<file path="config.mk">
export PLATFORM = sky130hd
export DESIGN_NAME = sleep_pin_ctrl
export DESIGN_NICKNAME = d
export VERILOG_FILES = /design/src/rtl/spc_pkg.sv /design/src/rtl/spc_sync_edge.sv /design/src/rtl/spc_pin_decoder.sv /design/src/rtl/spc_clk_gate.sv /design/src/rtl/sleep_pin_ctrl.sv
export SDC_FILE = /design/constraint.sdc
export NUM_CORES = 1
export LEC_CHECK = 0
export BUFFER_PORTS_ARGS = -buffer_cell sky130_fd_sc_hd__buf_2
export CORE_UTILIZATION = 51
export CTS_BUF_LIST = sky130_fd_sc_hd__clkbuf_4 sky130_fd_sc_hd__clkbuf_8
export DETAILED_ROUTE_END_ITERATION = 10
export HOLD_SLACK_MARGIN = 0.03
export PLACE_DENSITY_LB_ADDON = 0.15
export SYNTH_ARGS = -nofsm -noshare
export SYNTH_HDL_FRONTEND = slang
export SYNTH_HIERARCHICAL = 1
export SYNTH_SLANG_ARGS = --single-unit
</file>
<file path="constraint.sdc">
create_clock -name clk -period 1.4 [get_ports clk]
set_input_delay 0.14 -clock clk [delete_from_list [all_inputs] [get_ports clk]]
set_output_delay 0.14 -clock clk [all_outputs]
set_load 0.02 [all_outputs]
</file>
<file path="src/rtl/spc_pkg.sv">
package spc_pkg;
  localparam int STATE_W = 4;
  localparam int RATE_W  = 3;

  typedef enum logic [STATE_W-1:0] {
    ST_IDLE        = 4'd0,
    ST_DOZE        = 4'd1,
    ST_LISTEN      = 4'd2,
    ST_LISTEN_Q    = 4'd3,
    ST_AUTOACK     = 4'd4,
    ST_AUTOACK_Q   = 4'd5,
    ST_READY       = 4'd6,
    ST_RETRY_TX    = 4'd7
  } radio_state_e;

  typedef enum logic [1:0] {
    GATE_RUN   = 2'd0,
    GATE_DRAIN = 2'd1,
    GATE_STOP  = 2'd2
  } gate_state_e;

  localparam logic [RATE_W-1:0] RATE_SLOW_A = 3'd6;
  localparam logic [RATE_W-1:0] RATE_SLOW_B = 3'd7;
endpackage

</file>
<file path="src/rtl/spc_sync_edge.sv">
module spc_sync_edge #(
  parameter int STAGES = 2
) (
  input  logic clk,
  input  logic rst_n,
  input  logic din,
  output logic rise,
  output logic fall
);
  localparam int CHAIN = STAGES + 1;

  logic [CHAIN-1:0] chain_q;

  always_ff @(posedge clk or negedge rst_n) begin
    if (!rst_n) begin
      chain_q <= '0;
    end else begin
      chain_q <= {chain_q[CHAIN-2:0], din};
    end
  end

  assign rise = chain_q[CHAIN-2] & ~chain_q[CHAIN-1];
  assign fall = ~chain_q[CHAIN-2] & chain_q[CHAIN-1];
endmodule

</file>
<file path="src/rtl/spc_pin_decoder.sv">
module spc_pin_decoder
  import spc_pkg::*;
(
  input  logic               clk,
  input  logic               rst_n,
  input  logic               rise,
  input  logic               fall,
  input  logic [STATE_W-1:0] cur_state,
  output logic               req_valid,
  output logic [STATE_W-1:0] req_state,
  output logic               tx_start
);
  logic               req_valid_d;
  logic [STATE_W-1:0] req_state_d;
  logic               tx_start_d;

  always_comb begin
    req_valid_d = 1'b0;
    req_state_d = '0;
    tx_start_d  = 1'b0;
    case (cur_state)
      ST_READY, ST_RETRY_TX: tx_start_d = rise;
      ST_IDLE: begin
        req_valid_d = rise;
        req_state_d = ST_DOZE;
      end
      ST_DOZE: begin
        req_valid_d = fall;
        req_state_d = ST_IDLE;
      end
      ST_LISTEN: begin
        req_valid_d = rise;
        req_state_d = ST_LISTEN_Q;
      end
      ST_LISTEN_Q: begin
        req_valid_d = fall;
        req_state_d = ST_LISTEN;
      end
      ST_AUTOACK: begin
        req_valid_d = rise;
        req_state_d = ST_AUTOACK_Q;
      end
      ST_AUTOACK_Q: begin
        req_valid_d = fall;
        req_state_d = ST_AUTOACK;
      end
      default: begin
        req_valid_d = 1'b0;
      end
    endcase
    if (!req_valid_d) req_state_d = '0;
  end

  always_ff @(posedge clk or negedge rst_n) begin
    if (!rst_n) begin
      req_valid <= 1'b0;
      req_state <= '0;
      tx_start  <= 1'b0;
    end else begin
      req_valid <= req_valid_d;
      req_state <= req_state_d;
      tx_start  <= tx_start_d;
    end
  end
endmodule

</file>
<file path="src/rtl/spc_clk_gate.sv">
module spc_clk_gate
  import spc_pkg::*;
#(
  parameter int HOLD_TICKS = 35,
  parameter int MAX_CODE   = 5
) (
  input  logic               clk,
  input  logic               rst_n,
  input  logic [STATE_W-1:0] cur_state,
  input  logic [RATE_W-1:0]  rate_sel,
  input  logic               rx_start,
  output logic               clkout_en
);
  localparam int DIV_W = (MAX_CODE < 1) ? 1 : MAX_CODE;
  localparam int CNT_W = $clog2(HOLD_TICKS + 1);
  localparam logic [CNT_W-1:0] HOLD_LOAD = CNT_W'(HOLD_TICKS);

  logic [DIV_W-1:0] div_q;
  logic [DIV_W-1:0] div_mask;
  logic             tick;
  logic             slow;
  logic             quiet_st;
  logic             doze_st;
  logic             woken_q, woken_d;
  logic             hold_off;
  gate_state_e      gate_q, gate_d;
  logic [CNT_W-1:0] cnt_q, cnt_d;

  // free-running divider defining the output-clock period
  always_ff @(posedge clk or negedge rst_n) begin
    if (!rst_n) div_q <= '0;
    else        div_q <= div_q + 1'b1;
  end

  always_comb begin
    div_mask = '0;
    for (int i = 0; i < DIV_W; i++) begin
      if (i < int'(rate_sel)) div_mask[i] = 1'b1;
    end
    tick = ((div_q & div_mask) == div_mask);
  end

  assign slow     = (rate_sel == RATE_SLOW_A) || (rate_sel == RATE_SLOW_B);
  assign quiet_st = (cur_state == ST_LISTEN_Q) || (cur_state == ST_AUTOACK_Q);
  assign doze_st  = (cur_state == ST_DOZE);
  assign woken_d  = quiet_st & (woken_q | rx_start);
  assign hold_off = doze_st | (quiet_st & ~woken_q & ~rx_start);

  always_comb begin
    gate_d = gate_q;
    cnt_d  = cnt_q;
    case (gate_q)
      GATE_RUN: begin
        if (hold_off) begin
          if (slow) begin
            gate_d = GATE_STOP;
          end else begin
            gate_d = GATE_DRAIN;
            cnt_d  = HOLD_LOAD;
          end
        end
      end
      GATE_DRAIN: begin
        if (!hold_off) begin
          gate_d = GATE_RUN;
        end else if (slow) begin
          gate_d = GATE_STOP;
        end else if (tick) begin
          if (cnt_q <= CNT_W'(1)) gate_d = GATE_STOP;
          cnt_d = cnt_q - 1'b1;
        end
      end
      default: begin
        if (!hold_off) gate_d = GATE_RUN;
      end
    endcase
  end

  always_ff @(posedge clk or negedge rst_n) begin
    if (!rst_n) begin
      gate_q  <= GATE_RUN;
      cnt_q   <= '0;
      woken_q <= 1'b0;
    end else begin
      gate_q  <= gate_d;
      cnt_q   <= cnt_d;
      woken_q <= woken_d;
    end
  end

  assign clkout_en = (gate_q != GATE_STOP);
endmodule

</file>
<file path="src/rtl/sleep_pin_ctrl.sv">
module sleep_pin_ctrl
  import spc_pkg::*;
#(
  parameter int SYNC_STAGES = 2,
  parameter int HOLD_TICKS  = 35,
  parameter int MAX_CODE    = 5
) (
  input  logic               clk,
  input  logic               rst_n,
  input  logic               ctl_pin,
  input  logic [STATE_W-1:0] cur_state,
  input  logic [RATE_W-1:0]  rate_sel,
  input  logic               rx_start,
  output logic               req_valid,
  output logic [STATE_W-1:0] req_state,
  output logic               tx_start,
  output logic               clkout_en
);
  logic pin_rise;
  logic pin_fall;

  spc_sync_edge #(.STAGES(SYNC_STAGES)) u_sync (
    .clk  (clk),
    .rst_n(rst_n),
    .din  (ctl_pin),
    .rise (pin_rise),
    .fall (pin_fall)
  );

  spc_pin_decoder u_dec (
    .clk      (clk),
    .rst_n    (rst_n),
    .rise     (pin_rise),
    .fall     (pin_fall),
    .cur_state(cur_state),
    .req_valid(req_valid),
    .req_state(req_state),
    .tx_start (tx_start)
  );

  spc_clk_gate #(.HOLD_TICKS(HOLD_TICKS), .MAX_CODE(MAX_CODE)) u_gate (
    .clk      (clk),
    .rst_n    (rst_n),
    .cur_state(cur_state),
    .rate_sel (rate_sel),
    .rx_start (rx_start),
    .clkout_en(clkout_en)
  );
endmodule

</file>
==> results of run 1 <==
## state kept, by name (all words and copies together), names as in the netlist
name             cells
u_gate/div_q         5
u_gate/woken_q       1
u_dec/req_valid      1
u_dec/req_state      3
u_gate/gate_q        2
u_gate/cnt_q         6
u_dec/tx_start       1
u_sync/chain_q       3
## power by group
part / internal, W / switching [W] / total [W]
Combinational: 0.0000698 / 0.0000856 / 0.000155
Sequential: 0.000649 / 0.00000762 / 0.000656
Clock: 0.000289 / 0.000193 / 0.000482
## cell usage in the layout, fill, tap and decap left out, drive strengths merged, types with 4 or more instances in the layout
cell type and n:
nand3 4, o21ai 5, nor2 9, inv 6, dfrtp 22, buf 36
a21oi 6
## cells by family (layout without fill, tap and decap cells)
group	after synthesis	count (layout)	synth area share
AND/OR/NAND/NOR	35	35	0.188
other	1	1	0.00354
XOR/XNOR	4	4	0.0331
AO/OA/AOI/OAI	24	24	0.164
flip-flops	22	22	0.519
adder cells (fa/ha/maj)	3	3	0.0354
multiplexers	2	2	0.0189
buffers and inverters	9	48	0.0378
## final timing paths
| path | end | slack [ns] | depth (start not counted) |
|---|---|---|---|
| setup / recovery | u_gate/cnt_q[4]$_DFFE_PN0P_ | -0.11 | 5 |
| hold / removal | u_dec/req_state[0]$_DFF_PN0_ | 0.10 | 3 |
| setup reg to reg | u_gate/cnt_q[4]$_DFFE_PN0P_ | -0.11 | 5 |
| hold reg to reg | u_sync/chain_q[1]$_DFF_PN0_ | 0.36 | 0 |
| max in group asynchronous | u_sync/chain_q[2]$_DFF_PN0_ | 0.76 | 2 |
| min in group asynchronous | u_dec/tx_start$_DFF_PN0_ | 0.31 | 2 |
## layout make-up
class,count,area (um2),share of cell area
tap,27,33.8,0.0232
sequential,22,551,0.377
clock inverter,1,30.0,0.0206
inverter,6,22.5,0.0154
multi-input combinational,69,542,0.371
timing repair buffer,38,258,0.177
clock buffer,3,22.5,0.0154
## routing by layer
layer	share of wire	routed length, um
met1	0.41	910
met2	0.53	1190
met3	0.036	80
met4	0.019	42
met5	0	0
## tightest hold or removal path, cell delays in order
cell,delay [ns]
buf_2,0.09
buf_4,0.11
nor3b_1,0.04
## repair_timing
item | CTS | global route
endpoints found under the hold margin | 23 | 0
setup buffers | 1 | 2
hold buffers | 2 | 0
setup endpoints to repair | 8 | 8
gates resized for setup | 7 | 6
pin swaps | 4 | 1
## per-stage QoR
stage | util | setup TNS [ns] | area (um2) | worst slack (ns)
after floorplan | - | 0 | 1080 | 0.00111
after global routing | 0.744 | -1.07 | 1460 | -0.166
after global placement | 0.663 | -0.134 | 1300 | -0.0450
after detailed placement | 0.663 | -0.256 | 1300 | -0.0581
after CTS | 0.726 | -0.394 | 1430 | -0.0920
final | 0.744 | -0.472 | 1460 | -0.115
==> run_results.csv, run 1 <==
group,metric,value,unit
outcome,status,"complete, but fails checks",
outcome,violations,"negative setup slack",
sta,setup_ws,-0.115,ns
sta,period_needed,1.51,ns
sta,fin_skew,0.00112,ns
logic_synthesis,ys.warnings.count,6,
worst_setup_path,cp_max_fo,7,
drt,final_antenna_net_count,0,
worst_setup_path,cp_num_buf_inv,0,
power,p_leak,0.670,nW
sta,rsz0062_at_grt,"yes",
drt,initialDrtViolationCount,14,
logic_synthesis,yosysUniqueCellTypes,35,
worst_setup_path,critical_path_class,"reg2reg",
logic_synthesis,synth.largest_area_cell,"dfrtp_1",
logic_synthesis,synth_commonest_cells,"22 x dfrtp_1, 9 x nor2_1, 6 x a21oi_1, 6 x inv_1",
run,drv_cap,0,
cells_and_area,drive_above_1_share,0.403,
power,max-vdd-ir-drop,0.540,mV
floorplan,initial_core_util,0.540,
min_path,holdCritStartpoint,"cur_state[0]",
drt,drcViolationCount,0,
drt,vias,901,
cells_and_area,nFillCells,153,
sta,post-route-period-util,1.08,
cts,clock_sinks,22,
worst_setup_path,slowest_delay,0.44,ns
global_routing,overflow,0,
worst_setup_path,crit_chain,"nand2b_4 -> a21oi_2 -> a2111o_1 -> or3_1 -> a21oi_1",
drt,firstDrtPassIters,7,
logic_synthesis,yosysSeqAreaShare,0.519,
logic_synthesis,synthFlopType,"dfrtp_1",
logic_synthesis,syn-num-nets,114,
worst_setup_path,reg2reg_from,"u_gate/div_q[4]$_DFF_PN0_",
floorplan,fp.dieH,47.6,um
worst_setup_path,arrival,1.75,ns
worst_setup_path,cp_data_required_time,1.64,ns
worst_setup_path,end_kind,"flop",
cells_and_area,area_growth,37.7,%
logic_synthesis,postSynthAreaPerCell,10.6,um2
cts,cts_buffer_depth,2,
sta,fmax,0.660,GHz
floorplan,ios,18,
cells_and_area,antennaDiodeCount,0,
drt,routedWlPerCell,13.4,um
worst_setup_path,worstSetupStartpoint,"u_gate/div_q[4]$_DFF_PN0_",
floorplan,coreArea,1960,um2
sta,drv_slew,0,
cells_and_area,fin_cells,166,
sta,timing.hold.ws,0.103,ns
floorplan,rows,16,
sta,setup_viol,7,
logic_synthesis,syn-cell-area,1060,um2
logic_synthesis,synth_seq_cells,22,
drt,wl,2.22,mm
logic_synthesis,syn_inst,100,
global_routing,grt_pass1_wl,3.61,mm
power,power,0.00129,W
worst_setup_path,crit_family,"compound AO/OA/AOI/OAI gates",
drt,routed_via_density,5.43,
logic_synthesis,yosysMostFrequentCell,"dfrtp_1",
global_routing,grt_antenna_before_repair,0,
logic_synthesis,synth_edf_count,0,
worst_setup_path,cp_slowest_cell,"a2111o_1",
global_routing,track_usage,0.234,
cells_and_area,final_nets,154,
global_routing,grt_max_degree,23,
cts,numCtsBuffers,3,
place,hpwlAfterDp,1.60,mm
global_routing,grt_pass1_vias,830,
cts,cts_tree,"built",
min_path,hp-class,"in2reg",
place,port_buffers,16,
floorplan,dieWidth,47.6,um
place,globalplace.congestion,0.847,
worst_setup_path,start_kind,"flop",
power,power.density,886,nW/um2
cts,htree_levels,1,
cts,clock_latency,0.30,ns
global_routing,met3_usage,0.0226,
global_routing,grt_use_met1,0.283,
sta,hold_violations,0,
logic_synthesis,synth_top_area_frac,0.519,
logic_synthesis,async_reset_ff_frac,1.00,
floorplan,die_area,2260,um2
place,dp_cells,157,
logic_synthesis,synth.area.top_cells,"dfrtp_1 52%, ha_1 3.5%, nor2_1 3.2%",
cts,root_buffer,"clkbuf_4",
cts,path_clk_slew,0.12,ns
global_routing,busiest_layer,"met2",
global_routing,use_met2,0.430,
No activity file was read; power rests on OpenSTA's default activity.
==> run 2, diff against run 1 <==
--- a/config.mk
+++ b/config.mk
@@ -8,9 +8,12 @@
 export BUFFER_PORTS_ARGS = -buffer_cell sky130_fd_sc_hd__buf_2
 export CORE_UTILIZATION = 51
 export CTS_BUF_LIST = sky130_fd_sc_hd__clkbuf_4 sky130_fd_sc_hd__clkbuf_8
+export CTS_CLUSTER_SIZE = 16
 export DETAILED_ROUTE_END_ITERATION = 10
 export HOLD_SLACK_MARGIN = 0.03
 export PLACE_DENSITY_LB_ADDON = 0.15
+export REMOVE_ABC_BUFFERS = 1
+export SETUP_SLACK_MARGIN = 0.1
 export SYNTH_ARGS = -nofsm -noshare
 export SYNTH_HDL_FRONTEND = slang
 export SYNTH_HIERARCHICAL = 1
==> run 2 against run 1 <==
Compared with the run above:
- the flow still finishes with violations (negative setup slack)
- total power rose by 0.79%
- sequential share of layout area shrank 2.2 points
- maximum frequency is 8.8% lower
- largest cell class is now multi-input combinational cells
- largest power group unchanged
- highest routed layer unchanged
==> run_results.csv, run 2 (same netlist as run 1, synthesis figures left out) <==
group,metric,value,unit
worst_setup_path,r2r_slack,-0.26,ns
drt,firstDrtPassIters,4,
worst_setup_path,cp_slowest_cell,"a2111o_1",
floorplan,die_area,2260,um2
sta,hold_violations,0,
worst_setup_path,start_kind,"flop",
cells_and_area,top_register,"u_gate/cnt_q",
cts,cts_buffer_depth,2,
power,power.density,840,nW/um2
drt,dr_wl_met3,122,um
drt,dr_wl_met2,1.48,mm
place,place_ws,-0.195,ns
sta,timing.hold.ws,0.0867,ns
power,power,0.00130,W
cells_and_area,antennaDiodeCount,0,
worst_setup_path,rr_worst_depth,4,
min_path,holdPathStages,3,
sta,rsz0062_at_grt,"yes",
power,max-vdd-ir-drop,0.765,mV
place,port_buffers,16,
cells_and_area,mostFrequentLayoutCell,"buf_4",
cells_and_area,nFillCells,137,
sta,setup_viol,7,
run,drv_cap,0,
global_routing,grt_pass1_wl,3.81,mm
worst_setup_path,crit_chain,"o21ai_2 -> a2111o_1 -> o21ai_0 -> a21oi_2",
worst_setup_path,worstSetupStartpoint,"u_gate/div_q[2]$_DFF_PN0_",
drt,wl_met1,1.04,mm
drt,wl,2.67,mm
outcome,violations,"negative setup slack",
drt,routed_via_density,5.60,
sta,setup_ws,-0.261,ns
power,p_leak,0.714,nW
sta,fin_skew,0.00877,ns
cts,root_buffer,"clkbuf_4",
global_routing,track_usage,0.252,
sta,fmax,0.602,GHz
drt,dr.max_layer_used,"met4",
sta,slew_headroom,0.665,
drt,initialDrtViolationCount,21,
floorplan,rows,16,
sta,drv_slew,0,
global_routing,overflow,0,
floorplan,ios,18,
place,dp_cells,156,
cts,htree_levels,1,
sta,max_slew.worst_pin.slew,0.503,ns
global_routing,grt_max_degree,23,
worst_setup_path,end_kind,"flop",
cts,cts_tree,"built",
cells_and_area,largestRegisters,"u_gate/cnt_q (6), u_gate/div_q (5)",
cells_and_area,drive_above_1_share,0.466,
drt,drcViolationCount,0,
place,hpwlAfterDp,1.65,mm
min_path,holdCritStartpoint,"cur_state[0]",
floorplan,dieWidth,47.6,um
place,globalplace.congestion,0.788,
cells_and_area,largest_reg_flops,6,
global_routing,grt_pass1_vias,875,
floorplan,coreArea,1960,um2
cts,numCtsBuffers,3,
global_routing,grt_antenna_before_repair,0,
cts,path_clk_slew,0.13,ns
worst_setup_path,r2r-end,"u_gate/cnt_q[4]$_DFFE_PN0P_",
floorplan,fp.dieH,47.6,um
drt,vias,968,
worst_setup_path,critical_path_class,"reg2reg",
worst_setup_path,cp_max_fo,6,
cells_and_area,layout_common_cells,"24 x buf_4, 21 x dfrtp_1, 15 x buf_2",
worst_setup_path,endpoint,"u_gate/cnt_q[4]$_DFFE_PN0P_",
sta,period_needed,1.66,ns
worst_setup_path,cp_data_required_time,1.58,ns
cells_and_area,fin_cells,173,
drt,routedWlPerCell,15.5,um
floorplan,initial_core_util,0.540,
outcome,status,"complete, but fails checks",
min_path,hp-class,"in2reg",
cells_and_area,area_growth,46.4,%
cts,clock_sinks,22,
cts,clock_latency,0.31,ns
cells_and_area,fin_util,0.791,
worst_setup_path,arrival,1.85,ns
sta,post-route-period-util,1.19,
worst_setup_path,slowest_delay,0.51,ns
worst_setup_path,reg2reg_from,"u_gate/div_q[2]$_DFF_PN0_",
cells_and_area,final_nets,161,
drt,final_antenna_net_count,0,
[run 2: changes by cell type in the layout (fill, tap and decap cells not counted), sizes merged]
cell	delta
buf	+7
[run 2: how the worst min path moves through the flow]
stage | slack, ns | to
6_report | 0.09 | u_dec/req_state[0]$_DFF_PN0_
5_1_grt | 0.08 | u_dec/req_state[0]$_DFF_PN0_
4_1_cts | 0.07 | u_dec/req_state[0]$_DFF_PN0_
3_5_place_dp | 0.13 | u_dec/req_state[1]$_DFF_PN0_
3_3_place_gp | 0.12 | u_dec/req_state[1]$_DFF_PN0_
2_1_floorplan | -0.16 | u_dec/req_state[0]$_DFF_PN0_
[run 2: report_power, final]
part	switching (W)	total, W	internal (W)
combinational	0.0000897	0.000167	0.0000777
clock	0.000190	0.000479	0.000289
sequential	0.00000815	0.000657	0.000649
[run 2: cell type report]
class / instances / area [um2] / share of cell area
Multi-Input combinational cell: 69 / 571 / 0.368
Sequential cell: 22 / 552 / 0.356
Timing Repair Buffer: 45 / 320 / 0.206
Tap cell: 27 / 33.8 / 0.0218
Clock inverter: 1 / 30.0 / 0.0194
Clock buffer: 3 / 22.5 / 0.0145
Inverter: 6 / 22.5 / 0.0145
[run 2: layer usage]
layer  track usage  vias up
met5             0        -
met4        0.0944        0
li1              -      453
met3        0.0302        4
met2         0.452       30
met1         0.309      481
[run 2: metrics by stage]
step           cell area [um2]  TNS [ns]
3_3_place_gp              1280    -0.526
6_report                  1550     -1.03
3_5_place_dp              1280    -0.892
5_1_grt                   1550     -1.50
4_1_cts                   1420    -0.871
2_1_floorplan             1040    -0.304
[run 2: repair_timing]
action	in CTS	in global routing
gates resized for setup	11	17
endpoints found under the hold margin	23	0
hold buffers	2	0
endpoints found under the setup margin	9	9
buffers inserted	5	6
pin swaps	11	9
gates cloned	0	0
[run 2: worst max-delay path: cells and delay by family (launching register included)]
kind | cells | cell delay (ns)
flip-flops | 1 | 0.44
AO/OA/AOI/OAI | 4 | 1.11
